`config.mk`:
```
export PLATFORM = sky130hd
export DESIGN_NAME = cad_ctrl
export DESIGN_NICKNAME = d
export VERILOG_FILES = /design/src/rtl/cad_pkg.sv /design/src/rtl/cad_timer.sv /design/src/rtl/cad_seq.sv /design/src/rtl/cad_irq.sv /design/src/rtl/cad_ctrl.sv
export SDC_FILE = /design/constraint.sdc
export NUM_CORES = 1
export LEC_CHECK = 0
export ABC_AREA = 1
export BUFFER_PORTS_ARGS = -buffer_cell sky130_fd_sc_hd__buf_2
export CORE_MARGIN = 5
export CORE_UTILIZATION = 45
export CTS_CLUSTER_DIAMETER = 120
export CTS_CLUSTER_SIZE = 14
export DETAILED_ROUTE_END_ITERATION = 12
export PLACE_DENSITY = 0.71
export SLEW_MARGIN = 20
export SYNTH_ARGS = -nofsm -noshare
export SYNTH_HDL_FRONTEND = slang
export SYNTH_SLANG_ARGS = --single-unit
```
`constraint.sdc`:
```
create_clock -name clk -period 1.9 [get_ports clk]
set_input_delay 0 -clock clk [delete_from_list [all_inputs] [get_ports clk]]
set_output_delay 0 -clock clk [all_outputs]
set_load 0.02 [all_outputs]
```
`src/rtl/cad_pkg.sv`:
```
package cad_pkg;
  localparam logic [2:0] LS_RING = 3'b100;
  localparam logic [2:0] LS_QUIET = 3'b010;
  localparam int unsigned N_EVT = 2;
  localparam int unsigned EV_ON_END = 0;
  localparam int unsigned EV_OFF_END = 1;

  typedef enum logic [1:0] {
    PH_IDLE = 2'd0,
    PH_ON   = 2'd1,
    PH_OFF  = 2'd2
  } phase_t;

  // A period ends on the tick seen while the remaining count is 0 or 1.
  function automatic logic last_step(input logic [31:0] remaining);
    return remaining <= 32'd1;
  endfunction

  // Reported state for a command that does not start the cadence.
  function automatic logic [2:0] halted_code(input logic [2:0] code);
    return (code == LS_RING) ? LS_QUIET : code;
  endfunction
endpackage

```
`src/rtl/cad_timer.sv`:
```
module cad_timer #(
  parameter int unsigned LEN_W = 16
) (
  input  logic             clk,
  input  logic             rst_n,
  input  logic             stop,
  input  logic             load,
  input  logic [LEN_W-1:0] load_val,
  input  logic             step,
  output logic             expire
);
  import cad_pkg::*;

  logic [LEN_W-1:0] cnt_q;
  logic             at_last;

  assign at_last = last_step(32'(cnt_q));
  assign expire  = step && at_last;

  always_ff @(posedge clk) begin
    if (!rst_n) begin
      cnt_q <= '0;
    end else if (stop) begin
      cnt_q <= '0;
    end else if (load) begin
      cnt_q <= load_val;
    end else if (step && !at_last) begin
      cnt_q <= cnt_q - 1'b1;
    end
  end
endmodule

```
`src/rtl/cad_seq.sv`:
```
module cad_seq #(
  parameter int unsigned LEN_W = 16
) (
  input  logic             clk,
  input  logic             rst_n,
  input  logic             tick,
  input  logic             en,
  input  logic             cmd_we,
  input  logic [2:0]       cmd,
  input  logic [LEN_W-1:0] on_len,
  input  logic [LEN_W-1:0] off_len,
  input  logic             expire,
  output logic             step,
  output logic             stop,
  output logic             load,
  output logic [LEN_W-1:0] load_val,
  output logic             on_end,
  output logic             off_end,
  output logic             sig_active,
  output logic [2:0]       line_state
);
  import cad_pkg::*;

  phase_t     phase_q, phase_d;
  logic [2:0] state_q, state_d;
  logic       running, start, halt_cmd, halt_en, no_gap;

  assign running  = (phase_q != PH_IDLE);
  assign start    = cmd_we && (cmd == LS_RING) && en;
  assign halt_cmd = cmd_we && !start;
  assign halt_en  = !cmd_we && running && !en;
  assign step     = running && en && tick && !cmd_we;
  assign on_end   = expire && (phase_q == PH_ON);
  assign off_end  = expire && (phase_q == PH_OFF);
  assign no_gap   = (off_len == '0);
  assign stop     = halt_cmd || halt_en;
  assign load     = start || on_end || off_end;
  assign load_val = (on_end && !no_gap) ? off_len : on_len;

  always_comb begin
    phase_d = phase_q;
    state_d = state_q;
    if (start) begin
      phase_d = PH_ON;
      state_d = LS_RING;
    end else if (halt_cmd) begin
      phase_d = PH_IDLE;
      state_d = halted_code(cmd);
    end else if (halt_en) begin
      phase_d = PH_IDLE;
      state_d = LS_QUIET;
    end else if (on_end) begin
      if (!no_gap) begin
        phase_d = PH_OFF;
        state_d = LS_QUIET;
      end
    end else if (off_end) begin
      phase_d = PH_ON;
      state_d = LS_RING;
    end
  end

  always_ff @(posedge clk) begin
    if (!rst_n) begin
      phase_q <= PH_IDLE;
      state_q <= 3'b000;
    end else begin
      phase_q <= phase_d;
      state_q <= state_d;
    end
  end

  assign sig_active = (phase_q == PH_ON);
  assign line_state = state_q;
endmodule

```
`src/rtl/cad_irq.sv`:
```
module cad_irq #(
  parameter int unsigned N = 2
) (
  input  logic         clk,
  input  logic         rst_n,
  input  logic [N-1:0] set,
  input  logic [N-1:0] clr,
  input  logic [N-1:0] mask_en,
  output logic [N-1:0] pend,
  output logic         irq
);
  logic [N-1:0] pend_q;

  for (genvar k = 0; k < N; k++) begin : g_bit
    always_ff @(posedge clk) begin
      if (!rst_n) begin
        pend_q[k] <= 1'b0;
      end else if (set[k]) begin
        pend_q[k] <= 1'b1;
      end else if (clr[k]) begin
        pend_q[k] <= 1'b0;
      end
    end
  end

  assign pend = pend_q;
  assign irq  = |(pend_q & mask_en);
endmodule

```
`src/rtl/cad_ctrl.sv`:
```
module cad_ctrl #(
  parameter int unsigned LEN_W = 16
) (
  input  logic             clk,
  input  logic             rst_n,
  input  logic             tick,
  input  logic             en,
  input  logic             cmd_we,
  input  logic [2:0]       cmd,
  input  logic [LEN_W-1:0] on_len,
  input  logic [LEN_W-1:0] off_len,
  input  logic [1:0]       irq_en,
  input  logic [1:0]       pend_clr,
  output logic             sig_active,
  output logic [2:0]       line_state,
  output logic [1:0]       pend,
  output logic             irq
);
  import cad_pkg::*;

  logic             t_step, t_stop, t_load, t_expire;
  logic [LEN_W-1:0] t_val;
  logic             evt_on_end, evt_off_end;
  logic [N_EVT-1:0] evt_set;

  cad_seq #(.LEN_W(LEN_W)) u_seq (
    .clk        (clk),
    .rst_n      (rst_n),
    .tick       (tick),
    .en         (en),
    .cmd_we     (cmd_we),
    .cmd        (cmd),
    .on_len     (on_len),
    .off_len    (off_len),
    .expire     (t_expire),
    .step       (t_step),
    .stop       (t_stop),
    .load       (t_load),
    .load_val   (t_val),
    .on_end     (evt_on_end),
    .off_end    (evt_off_end),
    .sig_active (sig_active),
    .line_state (line_state)
  );

  cad_timer #(.LEN_W(LEN_W)) u_timer (
    .clk      (clk),
    .rst_n    (rst_n),
    .stop     (t_stop),
    .load     (t_load),
    .load_val (t_val),
    .step     (t_step),
    .expire   (t_expire)
  );

  assign evt_set[EV_ON_END]  = evt_on_end;
  assign evt_set[EV_OFF_END] = evt_off_end;

  cad_irq #(.N(N_EVT)) u_irq (
    .clk     (clk),
    .rst_n   (rst_n),
    .set     (evt_set),
    .clr     (pend_clr),
    .mask_en (irq_en),
    .pend    (pend),
    .irq     (irq)
  );
endmodule

```
Word-level counts from Yosys, hierarchy flattened
Index checks and enable logic that the tools add are counted.
W data, S select, Z words.

word-level totals
  flip-flop bits (word level) = 23
  bits of input ports = 44
  output and inout bits = 7
  logic and storage cells = 73

cells by class
  add/subtract/negate cells = 1
  magnitude comparators = 1
  equality and inequality tests = 6
  muxes and demuxes = 20
  bitwise operators = 2
  reduce and logical (&&, ||, !) cells = 36

operator list
  cell                     number
  $mux W16                 3
  $mux W3                  7
  $le A16 B1 Y1 const B    1
  $logic_not A16 Y1        1
  $sub A16 B1 Y16 const B  1
  $logic_and A1 B1 Y1      13
  $reduce_bool A2 Y1       5
  $mux W1                  7
  $mux W2                  3
  $reduce_and A2 Y1        3
  $reduce_or A2 Y1         3
  $logic_not A1 Y1         5
  $ne A5 B5 Y1 const B     1
  $reduce_bool A5 Y1       1
  $ne A4 B4 Y1 const B     1
  $reduce_bool A4 Y1       1
  $reduce_or A4 Y1         1
  $eq A3 B3 Y1 const B     1
  $logic_or A1 B1 Y1       3
  $and A2 B2 Y2            1
  $eq A2 B1 Y1 const B     1
  $eq A2 B2 Y1 const B     1
  $ne A2 B2 Y1 const B     1
  $not A1 Y1               1

Longest topological paths before layout
Gate-level depths: netlist of the first run.

  depth after elaboration = 11
  mapped depth = 14
  mapped depth without buffers = 14

Cells and area by module
A second synthesis of the first run with hierarchy kept.

unflattened totals
  cell total of the unflattened synthesis = 349
  area total of the unflattened synthesis = 1949.4 µm²

modules (own cells, without submodules)
  module     instances  cells each  area each (µm²)  seq. area each (µm²)
  cad_timer  1          206         1202.4           320.3
  cad_seq    1          129         659.4            100.1
  cad_irq    1          14          87.6             40.0

Worst setup path before layout of the first run
Ideal clock, no wire load.

  kind = register -> register
  start = register u_timer.cnt_q[0]
  end = register u_timer.cnt_q[0]
  setup time = 0.122 ns
  data arrival time = 1.562 ns
  data required time = 1.778 ns
  path slack = 0.216 ns
  stages on the path, launching flop included = 13
  path buffers = 1
  clock period less this slack = 1.684 ns
  cells stage by stage = dfxtp_1 > inv_1 > ha_1 > inv_1 > nand2_1 > nand2_2 > nor2_8 > nand2_4 > nor2_8 > nand3_4 > buf_6 > o211ai_1 > a21oi_1

on the way
  cells in the longest elaborated chain, start to end = 6
  elaborated cells on any way between the ends = 14
  those cells by class = 1 x add/sub; 1 x order compare; 3 x mux; 9 x reduce/logical

RTL lines
  item                                                       line                          source
  from (decl)                                                cad_timer.sv:14               logic [LEN_W-1:0] cnt_q;
  from (signal assigned)                                     cad_timer.sv:26               cnt_q <= load_val;
  from (signal assigned)                                     cad_timer.sv:28               cnt_q <= cnt_q - 1'b1;
  $le A16 B1 Y1                                              cad_pkg.sv:16                 return remaining <= 32'd1;
  $logic_and A1 B1 Y1                                        cad_timer.sv:18               assign expire = step && at_last;
  $logic_and A1 B1 Y1                                        cad_seq.sv:33                 assign on_end = expire && (phase_q == PH_ON);
  $logic_and A1 B1 Y1 or $logic_or A1 B1 Y1 (tied branches)  cad_seq.sv:38, cad_seq.sv:37
  $mux W16 or $logic_or A1 B1 Y1 (tied branches)             cad_seq.sv:38, cad_seq.sv:37
  $mux W16 or $reduce_bool A2 Y1 (tied branches)             -

Parallel ways exist; a longest one is shown, timed or not. The select of a mux whose other input is x is not followed.
A chain may end at the register's enable or synchronous reset.

Final worst setup path of the first run
  start = register u_timer.cnt_q[0]
  end = register u_timer.cnt_q[8]

Same word-level chain as after synthesis.

==> impl_metrics.csv, run 1 <==
group,metric,value,unit
drt,vias,2216,
grt,first_global_vias,2030,
critical_path,crit_required,2.10,ns
critical_path,r2r-start,"u_timer.cnt_q[0]",
sta,fin_setup_tns,0,ns
grt,overflow,0,
critical_path,cp.arrival,2.04,ns
sta,min_period,1.838,ns
floorplan,fp.dieH,77.28,um
clock_network,cts_buffers,3,
drt,dr.first_iter.drc_count,145,
grt,antenna_found_initial,0,
power,power.density,445.9,nW/um2
critical_path,start_kind,"register",
clock_network,cts-root-buf,"clkbuf_8",
clock_network,cts_tree,"yes",
critical_path,path_class,"reg2reg",
critical_path,cp_cell_sequence,"inv_4, ha_4, inv_2, nand2_2, nand2_4, nor2_8, nand2_4, nor2_8, buf_4, nand4_1, nand3_1, nand2_1, a21oi_1",
sta,hold_viol_final,0,
critical_path,slowest_delay,0.37,ns
drt,ant_nets,0,
place,place_hpwl,4318,um
power,p_leak,1.443,nW
grt,grt_max_degree,17,
clock_network,htree_num_levels,1,
drt,avgViaCountPerCell,5.036,
power,peakVddDrop,0.2175,mV
floorplan,core_area,4384,um2
final_layout,num_antenna_cells,0,
critical_path,worstPathMaxFanout,8,
worst_hold_path,hold_class,"in2reg",
floorplan,num_rows,24,
run_status,status,"finished clean",
drt,drc,0,
logic_synthesis,synthesis.nets,366,
sta,slew_headroom,66.50,%
critical_path,cp-end-kind,"register",
logic_synthesis,synth_area,2037,um2
floorplan,io_pins,51,
logic_synthesis,synth_cell_types,33,
sta,min_period_over_period,96.75,%
power,p_total,1.158,mW
critical_path,crit_slowest_cell,"dfxtp_4",
flow_run,cap_violations,0,
drt,firstDrtPassIters,4,
sta,rsz0062_at_grt,"true",
grt,grt_pass1_wl,9328,um
critical_path,startpoint,"u_timer.cnt_q[0]",
floorplan,die_area,5972,um2
power,pwr-share-clk,26.9,%
power,swShare,32.28,%
sta,fin_worst_skew,0.008168,ns
sta,setup_viol,0,
clock_network,clk_pin_slew,0.09,ns
logic_synthesis,yosysSeqAreaShare,22.60,%
power,pwr-share-comb,29.8,%
drt,wl_per_cell,13.09,um
logic_synthesis,synth_warnings,0,
logic_synthesis,synth_seq_cells,23,
power,p_int,0.7841,mW
sta,max_freq,544.0,MHz
final_layout,fin_nets,435,
clock_network,cts.sinks,23,
floorplan,die_w,77.28,um
sta,worstMarginPinSlew,0.5012,ns
final_layout,syn2layout_area_growth,27.46,%
floorplan,initial_core_util,46.46,%
power,p_sw,0.3737,mW
logic_synthesis,syn_inst,320,
logic_synthesis,synth_area_per_cell,6.365,um2
place,gp_congestion,0.9049,
sta,report.final.slew_viol_count,0,
power,p_seq_share,43.3,%
clock_network,clk_latency,0.27,ns
final_layout,drive_gt1_share,30.15,%
clock_network,cts_max_path_buffers,2,
drt,totalWireLength,5761,um
grt,grt_usage,18.88,%
worst_hold_path,hold_start,"cmd_we",
place,io_buffers,50,
final_layout,final_util,59.22,%
-- cell usage after synthesis (all sizes together) --
master	count	share of area [%]
nand2	102	20
inv	45	8.3
nor2	43	13
nand3	32	9.3
dfxtp	23	23
a21oi	18	5.0
nand4	14	4.9
o21ai	13	3.6
buf	7	3.4
xor2	7	3.0
o211ai	5	2.6
clkbuf	2	0.37
ha	2	1.2
nand3b	2	0.74
xnor2	2	0.86
a211oi	1	0.37
a22o	1	0.43
nor3	1	0.25
-- per-layer routing --
layer	GRT usage, %	part of all wire, %	wire [um]	vias to the layer above
met3	3.396	6.7	384	4
met1	26.82	47	2713	963
li1	-	-	-	1169
met5	0	0	0	-
met4	4.639	1.1	65	0
met2	29.29	45	2597	80
-- final timing paths --
| kind | endpoint | slack (ns) | cells after the start |
|---|---|---|---|
| max | u_timer.cnt_q[8] | 0.06 | 13 |
| min | u_seq.phase_q[1] | 0.07 | 4 |
| max reg2reg | u_timer.cnt_q[8] | 0.06 | 13 |
| min reg2reg | u_seq.line_state[2] | 0.46 | 2 |
-- critical path, delay by kind of cell (launching register included) --
kind            cells  cell delay (ns)
compound gates      1             0.11
buf+inv             3             0.28
simple gates        8             0.89
fa+ha+maj           1             0.13
flops               1             0.37
-- layout make-up --
cell class | count | area (um2)
Fill cell | 394 | 1788
Multi-Input combinational cell | 246 | 1405
Sequential cell | 23 | 465.4
Timing Repair Buffer | 70 | 439.2
Inverter | 45 | 176.4
Tap cell | 52 | 65.06
Clock buffer | 4 | 45.04
-- cell usage in the layout, fill, tap and decap left out, types with 7 or more instances in the layout --
cell type / count
buf_2: 50
nand2_1: 94
dfxtp_1: 21
nand4_1: 12
nand3_1: 28
buf_4: 13
o21ai_0: 10
inv_1: 39
xor2_1: 7
a21oi_1: 13
nor2_1: 32
-- registers in the layout, summed over array words and instances (netlist names) --
name	flops
u_irq.pend	2
u_seq.line_state	3
u_seq.phase_q	2
u_timer.cnt_q	16
-- timing repair --
action,in CTS,in global routing
hold buffers,4,0
endpoints found under the hold margin,4,0
resized for setup,0,21
pin swaps,0,14
gates cloned,1,3
buffers inserted,0,3
setup endpoints to repair,1,20
-- power groups by stage --
| stage | logic [mW] | registers [mW] | clock network [mW] |
|---|---|---|---|
| after floorplan | 0.212 | 0.519 | 0 |
| after global placement | 0.316 | 0.514 | 0 |
| final | 0.345 | 0.502 | 0.311 |
| after global routing | 0.381 | 0.504 | 0.351 |
| after CTS | 0.327 | 0.503 | 0.324 |
| after detailed placement | 0.318 | 0.514 | 0 |
-- cells by family after synthesis --
| family | after synthesis | share of synthesized area (%) |
|---|---|---|
| buf+inv | 54 | 12.04 |
| xor+xnor | 9 | 3.870 |
| compound gates | 38 | 11.92 |
| simple gates | 194 | 48.34 |
| fa+ha+maj | 2 | 1.228 |
| flops | 23 | 22.60 |
-- through the flow --
stage	instances	hold WS, ns	cell area (um2)	setup slack (ns)
after floorplan	320	0.1231	2037	0.2157
after global placement	425	0.2565	2379	0.07702
after detailed placement	425	0.2584	2379	0.01214
after CTS	434	0.06204	2474	0.002986
after global routing	440	0.08570	2596	-0.05935
final	440	0.06947	2596	0.06183
(Power assumes the default switching activity.)
==> inputs of run 2 (changes only) <==
Settings changed: CORE_ASPECT_RATIO from default to 1.1, HOLD_SLACK_MARGIN from default to 0.02.
==> run 2 against run 1 <==
- fmax is 0.78% higher
- routed wire length is 4.7% higher
- sequential power hardly changed
- first-iteration DRC count is 27% higher
- register-to-register slack hardly changed
- critical path depth stayed put
- cell count is 0.23% higher
- die area hardly changed
- worst hold slack worse by 0.019 ns
- non-clock buffer count stayed put
- sequential cell count stayed put
- critical endpoint is now u_timer.cnt_q[7]
==> impl_metrics.csv, run 2 (synthesized netlist as in run 1, its figures left out) <==
group,metric,value,unit
sta,worstMarginPinSlew,0.4500,ns
drt,avgViaCountPerCell,5.116,
worst_hold_path,hold_start,"cmd_we",
clock_network,clk_pin_slew,0.09,ns
floorplan,io_pins,51,
drt,dr.first_iter.drc_count,184,
place,io_buffers,50,
worst_hold_path,hold_class,"in2reg",
clock_network,cts.sinks,23,
sta,report.final.slew_viol_count,0,
final_layout,top_register,"u_timer.cnt_q",
sta,max_freq,548.3,MHz
critical_path,slowest_delay,0.37,ns
final_layout,largest_reg_flops,16,
place,place_hpwl,4494,um
clock_network,cts-root-buf,"clkbuf_8",
worst_hold_path,min_to,"u_seq.phase_q[1]",
final_layout,fillers,415,
place,gp_congestion,0.8734,
power,p_total,1.180,mW
power,p_leak,1.439,nW
critical_path,worstPathMaxFanout,11,
floorplan,core_area,4348,um2
clock_network,cts_buffers,3,
sta,hold_ws,0.05044,ns
sta,rsz0062_at_grt,"true",
grt,grt_pass1_wl,9466,um
clock_network,cts_max_path_buffers,2,
critical_path,reg2reg_depth,13,
drt,wl_per_cell,13.68,um
sta,fin_worst_skew,0.004732,ns
power,power.density,454.2,nW/um2
sta,min_period,1.824,ns
final_layout,layout_common_cells,"nand2_1, buf_2, inv_1",
final_layout,multi_input_area,1426,um2
critical_path,crit_slowest_cell,"dfxtp_4",
floorplan,initial_core_util,46.85,%
grt,overflow,0,
floorplan,die_w,74.15,um
drt,drc,0,
final_layout,num_antenna_cells,0,
clock_network,cts_tree,"yes",
grt,grt_usage,20.71,%
critical_path,r2r_slack,0.08,ns
critical_path,start_kind,"register",
floorplan,num_rows,25,
critical_path,r2r-start,"u_timer.cnt_q[0]",
clock_network,clk_latency,0.28,ns
critical_path,r2r_end,"u_timer.cnt_q[7]",
final_layout,final_common_cell,"nand2_1",
critical_path,cp_cell_sequence,"inv_4, ha_4, inv_2, nand2_2, nand2_4, nor2_8, nand2_4, nor2_8, nand3_4, nand2_1, nand3_1, nand2_1, nor2_1",
floorplan,die_area,5974,um2
grt,first_global_vias,2052,
final_layout,drive_gt1_share,31.78,%
critical_path,cp-end-kind,"register",
worst_hold_path,holdPathStages,4,
sta,min_period_over_period,96.00,%
final_layout,fin_nets,434,
drt,ant_nets,0,
grt,antenna_found_initial,0,
critical_path,path_class,"reg2reg",
floorplan,fp.dieH,80.57,um
final_layout,syn2layout_area_growth,27.52,%
sta,slew_headroom,69.93,%
grt,grt_max_degree,23,
run_status,status,"finished clean",
critical_path,crit_required,2.08,ns
drt,vias,2256,
sta,setup_viol,0,
critical_path,cp.arrival,2.00,ns
drt,firstDrtPassIters,4,
clock_network,htree_num_levels,1,
sta,hold_viol_final,0,
drt,totalWireLength,6033,um
final_layout,regArea,465.4,um2
power,peakVddDrop,0.2245,mV
flow_run,cap_violations,0,
run 2: changes by cell type in the layout (fill, tap and decap cells not counted), moves of 2 or more:
cell and change:
nand2_1 -2, nand2_2 +2, buf_12 -2, nand3_1 -2
run 2: cell type report:
type / instances / share of cell area (%)
flip-flops and latches: 23 / 17.92
clock inverters: 1 / 0.1927
inverters: 45 / 6.696
clock buffers: 3 / 1.590
multi-input cells: 245 / 54.91
well taps: 54 / 2.601
repair buffers: 70 / 16.09
run 2: what timing repair did:
action	in CTS	in global routing
resized for setup	0	26
buffers inserted	0	3
hold endpoints to repair	6	0
hold buffers	4	0
endpoints found under the setup margin	0	21
run 2: worst max path at each step:
stage / cells after the start / slack (ns) / endpoint / startpoint
after floorplan: 12 / 0.22 / u_timer.cnt_q[0] / u_timer.cnt_q[0]
after global placement: 11 / 0.1 / u_timer.cnt_q[0] / u_timer.cnt_q[0]
after detailed placement: 13 / 0.02 / u_timer.cnt_q[8] / u_timer.cnt_q[0]
after CTS: 13 / 0.007 / u_timer.cnt_q[8] / u_timer.cnt_q[0]
after global routing: 12 / -0.1 / u_timer.cnt_q[14] / u_timer.cnt_q[0]
final: 13 / 0.08 / u_timer.cnt_q[7] / u_timer.cnt_q[0]
run 2: routing by layer:
layer / part of all wire, % / track usage [%] / wire, um
met1: 45 / 28.29 / 2735
met3: 5.5 / 2.628 / 332
met2: 47 / 32.36 / 2824
met4: 2.3 / 8.514 / 140
met5: 0 / 0 / 0
run 2: worst max-delay path, delay by kind of cell, from the launching register on:
| family | cells | cell delay [ns] |
|---|---|---|
| and+or+nand+nor | 10 | 1.11 |
| DFF | 1 | 0.37 |
| adders and majority gates | 1 | 0.13 |
| buffers and inverters | 2 | 0.10 |
run 2: metrics by stage:
step / util [%] / setup slack (ns) / TNS [ns] / cells / cell area, um2
after floorplan: - / 0.2157 / 0 / 320 / 2037
after global placement: 54.65 / 0.09969 / 0 / 428 / 2376
after detailed placement: 54.65 / 0.01736 / 0 / 428 / 2376
after CTS: 56.63 / 0.006818 / 0 / 436 / 2462
after global routing: 59.74 / -0.09643 / -0.5263 / 441 / 2597
final: 59.74 / 0.07602 / 0 / 441 / 2597
run 2: where the power goes:
| group | leakage [nW] | switching (mW) | internal (mW) |
|---|---|---|---|
| clock network | 0.0255 | 0.187 | 0.148 |
| logic | 1.23 | 0.205 | 0.138 |
| registers | 0.188 | 0.00975 | 0.492 |
